$ cat src/rtl/tlb_pkg.sv
package tlb_pkg;
    localparam int unsigned DEF_VPN_W   = 8;
    localparam int unsigned DEF_OFF_W   = 6;
    localparam int unsigned DEF_PFN_W   = 6;
    localparam int unsigned DEF_ENTRIES = 8;
    localparam int unsigned DEF_MEM_AW  = 16;

    typedef enum logic {
        WALK_IDLE  = 1'b0,
        WALK_FETCH = 1'b1
    } walk_state_e;
endpackage

$ cat src/rtl/tlb_cam.sv
module tlb_cam
    import tlb_pkg::*;
#(
    parameter int unsigned ENTRIES = DEF_ENTRIES,
    parameter int unsigned VPN_W   = DEF_VPN_W,
    parameter int unsigned PFN_W   = DEF_PFN_W
) (
    input  logic             clk,
    input  logic             rst,
    input  logic             flush,
    input  logic [VPN_W-1:0] lk_vpn,
    output logic             lk_hit,
    output logic [PFN_W-1:0] lk_pfn,
    input  logic             fill_en,
    input  logic [VPN_W-1:0] fill_vpn,
    input  logic [PFN_W-1:0] fill_pfn
);
    localparam int unsigned PTR_W = (ENTRIES > 1) ? $clog2(ENTRIES) : 1;
    localparam logic [PTR_W-1:0] LAST = PTR_W'(ENTRIES - 1);

    typedef struct packed {
        logic             v;
        logic [VPN_W-1:0] page;
        logic [PFN_W-1:0] frame;
    } slot_t;

    slot_t             slots [ENTRIES];
    logic [PTR_W-1:0]  rr_ptr;
    logic [ENTRIES-1:0] match_vec;
    logic [ENTRIES-1:0] valid_vec;

    for (genvar g = 0; g < ENTRIES; g++) begin : g_match
        assign match_vec[g] = slots[g].v && (slots[g].page == lk_vpn);
        assign valid_vec[g] = slots[g].v;
    end

    always_comb begin
        lk_pfn = '0;
        for (int i = 0; i < ENTRIES; i++) begin
            lk_pfn = lk_pfn | ({PFN_W{match_vec[i]}} & slots[i].frame);
        end
    end
    assign lk_hit = |match_vec;

    always_ff @(posedge clk) begin
        if (rst) begin
            rr_ptr <= '0;
            for (int i = 0; i < ENTRIES; i++) slots[i] <= '0;
        end else if (flush) begin
            for (int i = 0; i < ENTRIES; i++) slots[i].v <= 1'b0;
        end else if (fill_en) begin
            slots[rr_ptr] <= '{v: 1'b1, page: fill_vpn, frame: fill_pfn};
            rr_ptr        <= (rr_ptr == LAST) ? '0 : rr_ptr + 1'b1;
        end
    end

    assert_single_match_R6: assert property (@(posedge clk) disable iff (rst)
        $onehot0(match_vec));
    assert_flush_empties_R8: assert property (@(posedge clk) disable iff (rst)
        flush |=> (valid_vec == '0));
    assert_rr_step_R7: assert property (@(posedge clk) disable iff (rst)
        (fill_en && !flush) |=>
            (rr_ptr == (($past(rr_ptr) == LAST) ? '0 : $past(rr_ptr) + 1'b1)));
endmodule

$ cat src/rtl/tlb_walker.sv
module tlb_walker
    import tlb_pkg::*;
#(
    parameter int unsigned VPN_W  = DEF_VPN_W,
    parameter int unsigned OFF_W  = DEF_OFF_W,
    parameter int unsigned PFN_W  = DEF_PFN_W,
    parameter int unsigned MEM_AW = DEF_MEM_AW
) (
    input  logic                   clk,
    input  logic                   rst,
    input  logic                   req,
    input  logic [VPN_W-1:0]       vpn,
    input  logic [OFF_W-1:0]       offset,
    input  logic [MEM_AW-1:0]      pt_base,
    input  logic [VPN_W:0]         pt_len,
    input  logic                   lk_hit,
    input  logic [PFN_W-1:0]       lk_pfn,
    output logic                   fill_en,
    output logic [VPN_W-1:0]       fill_vpn,
    output logic [PFN_W-1:0]       fill_pfn,
    output logic                   mem_rd_req,
    output logic [MEM_AW-1:0]      mem_rd_addr,
    input  logic                   mem_rd_valid,
    input  logic [PFN_W:0]         mem_rd_data,
    output logic                   done,
    output logic [PFN_W+OFF_W-1:0] paddr,
    output logic                   fault_len,
    output logic                   fault_inv,
    output logic                   idle
);
    walk_state_e         state;
    logic [VPN_W-1:0]    vpn_q;
    logic [OFF_W-1:0]    off_q;
    logic [MEM_AW-1:0]   base_q;
    logic                len_bad;
    logic                pte_ok;

    assign len_bad     = {1'b0, vpn} >= pt_len;
    assign pte_ok      = mem_rd_data[PFN_W];
    assign idle        = (state == WALK_IDLE);
    assign mem_rd_req  = (state == WALK_FETCH);
    assign mem_rd_addr = base_q + {{(MEM_AW-VPN_W){1'b0}}, vpn_q};
    assign fill_en     = (state == WALK_FETCH) && mem_rd_valid && pte_ok;
    assign fill_vpn    = vpn_q;
    assign fill_pfn    = mem_rd_data[PFN_W-1:0];

    always_ff @(posedge clk) begin
        if (rst) begin
            state     <= WALK_IDLE;
            vpn_q     <= '0;
            off_q     <= '0;
            base_q    <= '0;
            done      <= 1'b0;
            paddr     <= '0;
            fault_len <= 1'b0;
            fault_inv <= 1'b0;
        end else begin
            done      <= 1'b0;
            fault_len <= 1'b0;
            fault_inv <= 1'b0;
            unique case (state)
                WALK_IDLE: if (req) begin
                    vpn_q  <= vpn;
                    off_q  <= offset;
                    base_q <= pt_base;
                    if (len_bad) begin
                        done      <= 1'b1;
                        fault_len <= 1'b1;
                        paddr     <= '0;
                    end else if (lk_hit) begin
                        done  <= 1'b1;
                        paddr <= {lk_pfn, offset};
                    end else begin
                        state <= WALK_FETCH;
                    end
                end
                WALK_FETCH: if (mem_rd_valid) begin
                    done  <= 1'b1;
                    state <= WALK_IDLE;
                    if (pte_ok) begin
                        paddr <= {mem_rd_data[PFN_W-1:0], off_q};
                    end else begin
                        paddr     <= '0;
                        fault_inv <= 1'b1;
                    end
                end
                default: state <= WALK_IDLE;
            endcase
        end
    end

    assert_len_no_read_R4: assert property (@(posedge clk) disable iff (rst)
        (idle && req && len_bad) |=> (!mem_rd_req && done && fault_len));
    assert_read_held_R3: assert property (@(posedge clk) disable iff (rst)
        (mem_rd_req && !mem_rd_valid) |=> (mem_rd_req && $stable(mem_rd_addr)));
    assert_busy_no_done_R9: assert property (@(posedge clk) disable iff (rst)
        (!idle && !mem_rd_valid) |=> !done);
    assert_fault_exclusive_R5: assert property (@(posedge clk) disable iff (rst)
        done |-> !(fault_len && fault_inv));
endmodule

$ cat src/rtl/tlb_unit.sv
module tlb_unit
    import tlb_pkg::*;
#(
    parameter int unsigned ENTRIES = DEF_ENTRIES,
    parameter int unsigned VPN_W   = DEF_VPN_W,
    parameter int unsigned OFF_W   = DEF_OFF_W,
    parameter int unsigned PFN_W   = DEF_PFN_W,
    parameter int unsigned MEM_AW  = DEF_MEM_AW
) (
    input  logic                   clk,
    input  logic                   rst,
    input  logic                   req,
    input  logic [VPN_W-1:0]       vpn,
    input  logic [OFF_W-1:0]       offset,
    input  logic [MEM_AW-1:0]      pt_base,
    input  logic [VPN_W:0]         pt_len,
    input  logic                   flush,
    output logic                   mem_rd_req,
    output logic [MEM_AW-1:0]      mem_rd_addr,
    input  logic                   mem_rd_valid,
    input  logic [PFN_W:0]         mem_rd_data,
    output logic                   done,
    output logic [PFN_W+OFF_W-1:0] paddr,
    output logic                   fault_len,
    output logic                   fault_inv,
    output logic                   idle
);
    logic             lk_hit;
    logic [PFN_W-1:0] lk_pfn;
    logic             fill_en;
    logic [VPN_W-1:0] fill_vpn;
    logic [PFN_W-1:0] fill_pfn;

    tlb_cam #(.ENTRIES(ENTRIES), .VPN_W(VPN_W), .PFN_W(PFN_W)) u_cam (
        .clk(clk), .rst(rst), .flush(flush),
        .lk_vpn(vpn), .lk_hit(lk_hit), .lk_pfn(lk_pfn),
        .fill_en(fill_en), .fill_vpn(fill_vpn), .fill_pfn(fill_pfn)
    );

    tlb_walker #(.VPN_W(VPN_W), .OFF_W(OFF_W), .PFN_W(PFN_W), .MEM_AW(MEM_AW)) u_walk (
        .clk(clk), .rst(rst), .req(req), .vpn(vpn), .offset(offset),
        .pt_base(pt_base), .pt_len(pt_len),
        .lk_hit(lk_hit), .lk_pfn(lk_pfn),
        .fill_en(fill_en), .fill_vpn(fill_vpn), .fill_pfn(fill_pfn),
        .mem_rd_req(mem_rd_req), .mem_rd_addr(mem_rd_addr),
        .mem_rd_valid(mem_rd_valid), .mem_rd_data(mem_rd_data),
        .done(done), .paddr(paddr), .fault_len(fault_len),
        .fault_inv(fault_inv), .idle(idle)
    );

    assert_offset_kept_R1: assert property (@(posedge clk) disable iff (rst)
        (idle && req && lk_hit && ({1'b0, vpn} < pt_len)) |=>
            (paddr[OFF_W-1:0] == $past(offset)));
    assert_hit_no_read_R2: assert property (@(posedge clk) disable iff (rst)
        (idle && req && lk_hit) |=> (done && !mem_rd_req));
endmodule

$ cat config.mk
export PLATFORM = sky130hd
export DESIGN_NAME = tlb_unit
export DESIGN_NICKNAME = d
export VERILOG_FILES = /design/src/rtl/tlb_pkg.sv /design/src/rtl/tlb_cam.sv /design/src/rtl/tlb_walker.sv /design/src/rtl/tlb_unit.sv
export SDC_FILE = /design/constraint.sdc
export NUM_CORES = 1
export LEC_CHECK = 0
export BUFFER_PORTS_ARGS = -buffer_cell sky130_fd_sc_hd__buf_2
export CORE_ASPECT_RATIO = 1.25
export CORE_MARGIN = 4
export CORE_UTILIZATION = 59
export DETAILED_ROUTE_END_ITERATION = 7
export PLACE_DENSITY = 0.8
export SLEW_MARGIN = 0
export SYNTH_ARGS = -nofsm -noshare
export SYNTH_HDL_FRONTEND = slang
export SYNTH_SLANG_ARGS = --single-unit
export TNS_END_PERCENT = 10
$ cat constraint.sdc
create_clock -name clk -period 3.2 [get_ports clk]
set_input_delay 0.48 -clock clk [delete_from_list [all_inputs] [get_ports clk]]
set_output_delay 0.48 -clock clk [all_outputs]
set_load 0.05 [all_outputs]
==> results.yml, run 1 <==
floorplanning:
  die_area_sq_um: 15820
  fp-row-count: 47
  coreArea_sq_um: 13410
  start_util_pct: 60.99
  ios: 84
  die_h_um: 139.6
  fp.dieW_um: 113.3
synthesis:
  synth_top_area_cell: "edfxtp_1"
  ys_async_sr_fraction_pct: 0
  ys_seq_area_share_pct: 55.08
  ys_ff_latch: 169
  synth_top_cells_by_area: "edfxtp_1 (41%), dfxtp_1 (14%), and2_1 (8.4%)"
  ys.warnings.count: 0
  synth_edf_count: 112
  syn_nets: 782
  syn_inst: 712
  synth_cell_types: 47
  syn_area_per_cell_sq_um: 11.49
  ys.flop_type: "edfxtp_1"
  synth_top_cell_area_share_pct: 41.13
  netlist_area_sq_um: 8178
global_route:
  grt_max_degree: 51
  grt_pass1_wl_um: 30910
  antenna_found_initial: 0
  grt_pass1_vias: 5920
  track_usage_pct: 25.10
  grt_overflow: 0
cts:
  clkTransAtPathRegs_ns: 0.06
  cts_tree: "yes"
  cts_max_path_buffers: 2
  cts_root_buffer: "clkbuf_16"
  postCtsHoldBufs: 0
  cts_sinks: 169
  clock_latency_ns: 0.43
  cts_max_level: 4
  cts_buffers: 17
placement:
  place_area_sq_um: 8836
  dp_cells: 960
  gp_congestion: 0.8261
  place_ws_ns: 0.2371
  post-dp-hpwl_um: 12980
  port_buffers: 83
route:
  vias: 5733
  totalWireLength_um: 19200
  dr.first_iter.drc_count: 376
  wl_per_cell_um: 19.33
  via_per_inst: 5.773
  drc: 0
  ant_nets: 0
  first_pass_iters: 5
finish:
  area_growth_pct: 16.54
  layout_common_cells: "edfxtp_1 (112), and2_1 (110), nand2_1 (81)"
  nNetsFinal: 879
  fin_cells: 993
  fin_util_pct: 71.08
  final_common_cell: "edfxtp_1"
  layout-drive-gt1-share_pct: 24.94
  fin_area_sq_um: 9530
  diodes: 0
pwr:
  swShare_pct: 25.13
  power.total_mw: 5.244
  p_switching_mw: 1.318
  power.share.sequential_pct: 47.0
  p_int_mw: 3.927
  irDropWorstVdd_uv: 356.8
  pwr-share-clk_pct: 41.3
  power_density_nw_per_um2: 550.3
  power.share.combinational_pct: 11.7
  leakagePower_nw: 3.799
sta:
  holdWs_ns: 0.2489
  setup_viol: 0
  worst_slew_pin_slew_ns: 0.9273
  fmax_mhz: 328.9
  fin_crit_sh_pct: 95.01
  hold_viol_final: 0
  skew_ns: 0.009882
  slew_violations: 0
  fin_tns_setup_ns: 0
  finalCriticalPeriod_ns: 3.040
  relSlewSlack_pct: 37.95
  worst_slack_ns: 0.1595
hold_path:
  hold_path_end: "u_walk.fault_inv"
  min_from: "mem_rd_data[6]"
  min_delay_path_depth: 2
  hp-class: "in -> reg"
setup_path:
  endpoint_kind: "primary output"
  reg2reg_slack_ns: 0.81
  arrival_ns: 2.56
  criticalPathCategory: "reg -> out"
  reg2reg_to: "u_cam.slots[5][11]"
  ff2ff_path_depth: 7
  reg2reg_from: "u_walk.mem_rd_req"
  start_kind: "flip-flop"
  cp_max_fo: 4
  required_ns: 2.72
flow_run:
  max-cap-violations: 0
run_status:
  outcome: "completed"
## flip-flops by register name (all words and copies together), names as in the netlist, 3 cells and up
name	flops
u_cam.rr_ptr	3
u_cam.slots	120
u_walk.base_q	16
u_walk.fill_vpn	8
u_walk.off_q	6
u_walk.paddr	12
## logic make-up (layout without fill, tap and decap cells)
family | Yosys count | count (layout) | share of synthesized area (%)
AND/OR/NAND/NOR | 296 | 296 | 21.22
flip-flops | 169 | 169 | 55.08
AO/OA/AOI/OAI | 98 | 98 | 9.012
XOR/XNOR | 78 | 78 | 8.354
buffers and inverters | 51 | 161 | 3.213
adder cells (fa/ha/maj) | 19 | 19 | 2.999
multiplexers | 1 | 1 | 0.1224
## what timing repair did
item | 4_1_cts | 5_1_grt
gates resized for setup | 11 | 14
pin swaps | 1 | 4
buffers inserted | 0 | 1
endpoints found under the setup margin | 7 | 7
## power groups by stage
stage / Combinational (mW) / Clock [mW] / Sequential, mW
after floorplan: 0.382 / 0 / 2.55
after detailed placement: 0.602 / 0 / 2.51
after CTS: 0.610 / 2.19 / 2.46
final: 0.613 / 2.17 / 2.46
after global placement: 0.586 / 0 / 2.50
after global routing: 0.663 / 2.26 / 2.47
## Yosys cell counts (all sizes together), types with 3 or more instances
cell / instances
nand3: 12
buf: 15
nor4: 4
nor2b: 8
o21ai: 4
a21o: 12
and2b: 7
nand2: 81
a22o: 3
a22oi: 20
clkbuf: 21
or2: 8
ha: 18
nor3b: 6
nand4: 15
xnor2: 74
nor2: 13
and2: 111
a221oi: 12
a21oi: 40
nor3: 26
edfxtp: 112
xor2: 4
inv: 15
dfxtp: 57
## worst max-delay path by stage
stage / start / endpoint / slack [ns] / depth (start not counted)
floorplan: u_walk.fill_vpn[0] / mem_rd_addr[14] / -0.13 / 11
finish: u_walk.fill_vpn[0] / mem_rd_addr[12] / 0.16 / 13
global route: u_walk.base_q[0] / mem_rd_addr[12] / -0.01 / 13
global placement: u_walk.fill_vpn[1] / mem_rd_addr[12] / 0.32 / 12
detailed placement: u_walk.fill_vpn[1] / mem_rd_addr[12] / 0.24 / 12
CTS: u_walk.fill_vpn[0] / mem_rd_addr[12] / 0.008 / 13
## critical path, stage by stage (launching register included)
cell      delay [ns]
dfxtp_2         0.35
ha_4            0.13
inv_1           0.04
fa_2            0.35
nor2b_2         0.12
o21ai_1         0.06
nand2b_1        0.11
a21o_1          0.13
a21oi_2         0.07
o21ai_1         0.13
buf_4           0.14
nand4_1         0.14
xnor2_2         0.18
buf_6           0.18
## cell type report
class | count | area [sq um]
clock buffer | 19 | 432.9
fill | 917 | 3877
multi-input combinational | 492 | 3456
timing repair buffer | 114 | 664.4
tap | 171 | 214.0
inverter | 15 | 56.30
clock inverter | 13 | 192.7
sequential | 169 | 4514
## routing by layer
layer | part of all wire [%] | vias up | wire (um) | GRT usage, %
met5 | 0 | - | 0 | 0
met4 | 2.7 | 0 | 524 | 10.32
met3 | 7.0 | 33 | 1341 | 4.907
met2 | 50 | 232 | 9678 | 41.70
met1 | 40 | 2793 | 7650 | 32.17
li1 | - | 2675 | - | -
No activity file was read; power rests on OpenSTA's default activity.
==> run 2: changes to the inputs <==
- PLACE_DENSITY: 0.8 -> not set
- PLACE_DENSITY_LB_ADDON: not set -> 0.08
==> run 2 against run 1 <==
  * Via count fell by 2.1%
  * Die area is the same
  * Sequential share of layout area increased by 0.34 points
  * Cell area decreased by 0.83%
  * Critical endpoint unchanged
==> results.yml, run 2 (synthesis results as in run 1) <==
sta:
  fmax_mhz: 325.1
  fin_crit_sh_pct: 96.11
  hold_viol_final: 0
  finalCriticalPeriod_ns: 3.076
  setup_viol: 0
  holdWs_ns: 0.2365
  rsz0062_at_grt: "true"
  relSlewSlack_pct: 41.31
  skew_ns: 0.01238
  slew_violations: 0
  worst_slew_pin_slew_ns: 0.8771
  worst_slack_ns: 0.1244
global_route:
  use_met2_pct: 42.42
  grt_overflow: 0
  track_usage_pct: 25.04
  antenna_found_initial: 0
  gr-usage-met3_pct: 5.645
  grt_pass1_vias: 5830
  top_usage_layer: "met2"
  grt_pass1_wl_um: 30330
  met1_usage_pct: 30.96
  grt_max_degree: 59
pwr:
  irDropWorstVdd_uv: 363.4
  leakagePower_nw: 3.784
  power_density_nw_per_um2: 525.4
  power.total_mw: 4.966
floorplanning:
  fp-row-count: 47
  start_util_pct: 60.99
  coreArea_sq_um: 13410
  die_h_um: 139.6
  ios: 84
  fp.dieW_um: 113.3
  die_area_sq_um: 15820
placement:
  port_buffers: 83
  place_ws_ns: 0.2887
  place_area_sq_um: 8836
  gp_congestion: 0.8489
  post-dp-hpwl_um: 13290
finish:
  fin_util_pct: 70.49
  fillCellCount: 1006
  largest_registers: "u_cam.slots (120), u_walk.base_q (16), u_walk.paddr (12)"
  final_common_cell: "edfxtp_1"
  multiInputGateArea_sq_um: 3451
  diodes: 0
  largest_register: "u_cam.slots"
  layout_common_cells: "edfxtp_1 (112), and2_1 (110), nand2_1 (81)"
  fin_area_sq_um: 9452
  nNetsFinal: 880
  layout-drive-gt1-share_pct: 24.91
  area_growth_pct: 15.58
  regArea_sq_um: 4509
  largest_reg_flops: 120
run_status:
  outcome: "completed"
cts:
  cts_root_buffer: "clkbuf_16"
  clock_latency_ns: 0.42
  cts_buffers: 17
  postCtsHoldBufs: 0
  cts_sinks: 169
  cts_max_level: 4
  clkTransAtPathRegs_ns: 0.07
  cts_tree: "yes"
  cts_max_path_buffers: 2
route:
  vias: 5613
  ant_nets: 0
  dr.first_iter.drc_count: 364
  drc: 0
  wl_per_cell_um: 19.12
  first_pass_iters: 5
  via_per_inst: 5.647
  totalWireLength_um: 19000
setup_path:
  arrival_ns: 2.60
  required_ns: 2.72
  criticalPathCategory: "reg -> out"
  endpoint_kind: "primary output"
  cp_max_fo: 4
  start_kind: "flip-flop"
hold_path:
  hp-class: "in -> reg"
flow_run:
  max-cap-violations: 0
run 2: cell types whose count changed in the layout (fill, tap and decap cells not counted), sizes merged:
cell      before  now
buf          114  115
inv           18   19
clkbuf        19   20
clkinv         3    8
bufinv         4    0
clkinvlp       3    0
run 2: repair_timing:
| action | in CTS | in global routing |
|---|---|---|
| buffers inserted | 0 | 2 |
| setup endpoints to repair | 6 | 7 |
| endpoints found under the hold margin | 0 | 0 |
| resized for setup | 11 | 9 |
| pin swaps | 0 | 6 |
run 2: area by class of cell:
| type | instances | share of cell area [%] |
|---|---|---|
| Sequential cell | 169 | 47.71 |
| Timing Repair Buffer | 115 | 7.109 |
| Clock inverter | 12 | 0.9664 |
| Clock buffer | 20 | 4.845 |
| Tap cell | 171 | 2.264 |
| Inverter | 15 | 0.5957 |
| Multi-Input combinational cell | 492 | 36.51 |
run 2: final timing paths:
check,end,slack [ns],start,cells after the start
setup reg to reg,u_cam.slots[0][7],0.72,u_walk.mem_rd_req,6
hold reg to reg,u_cam.slots[5][14],0.45,u_cam.slots[5][14],1
hold / removal,u_walk.fault_inv,0.24,mem_rd_data[6],2
setup / recovery,mem_rd_addr[12],0.12,u_walk.base_q[0],13
run 2: critical path, stage by stage (launching register included):
cell and delay [ns]:
dfxtp_2 0.35, ha_4 0.13, inv_1 0.04, fa_2 0.34
nor2b_1 0.12, o21ai_1 0.06, nand2b_1 0.11, a21o_1 0.14
a21oi_2 0.07, o21ai_1 0.13, buf_4 0.14, nand4_1 0.16
xnor2_2 0.20, buf_6 0.18
run 2: metal layers:
| metal | wire length (um) | up-vias |
|---|---|---|
| li1 | - | 2682 |
| met1 | 7634 | 2708 |
| met2 | 9603 | 181 |
| met3 | 1160 | 42 |
| met4 | 605 | 0 |
| met5 | 0 | - |
run 2: metrics by stage:
stage          cells  setup TNS (ns)
6_report         994               0
5_1_grt          994        -0.03332
4_1_cts          992               0
3_5_place_dp     960               0
3_3_place_gp     960               0
2_1_floorplan    712         -0.2058
run 2: report_power, final:
part	switching [mW]	total, mW	internal, mW	leakage (nW)
Clock	0.846	1.89	1.05	0.275
Sequential	0.0531	2.46	2.41	1.62
Combinational	0.408	0.610	0.202	1.89
Total	1.31	4.97	3.66	3.78
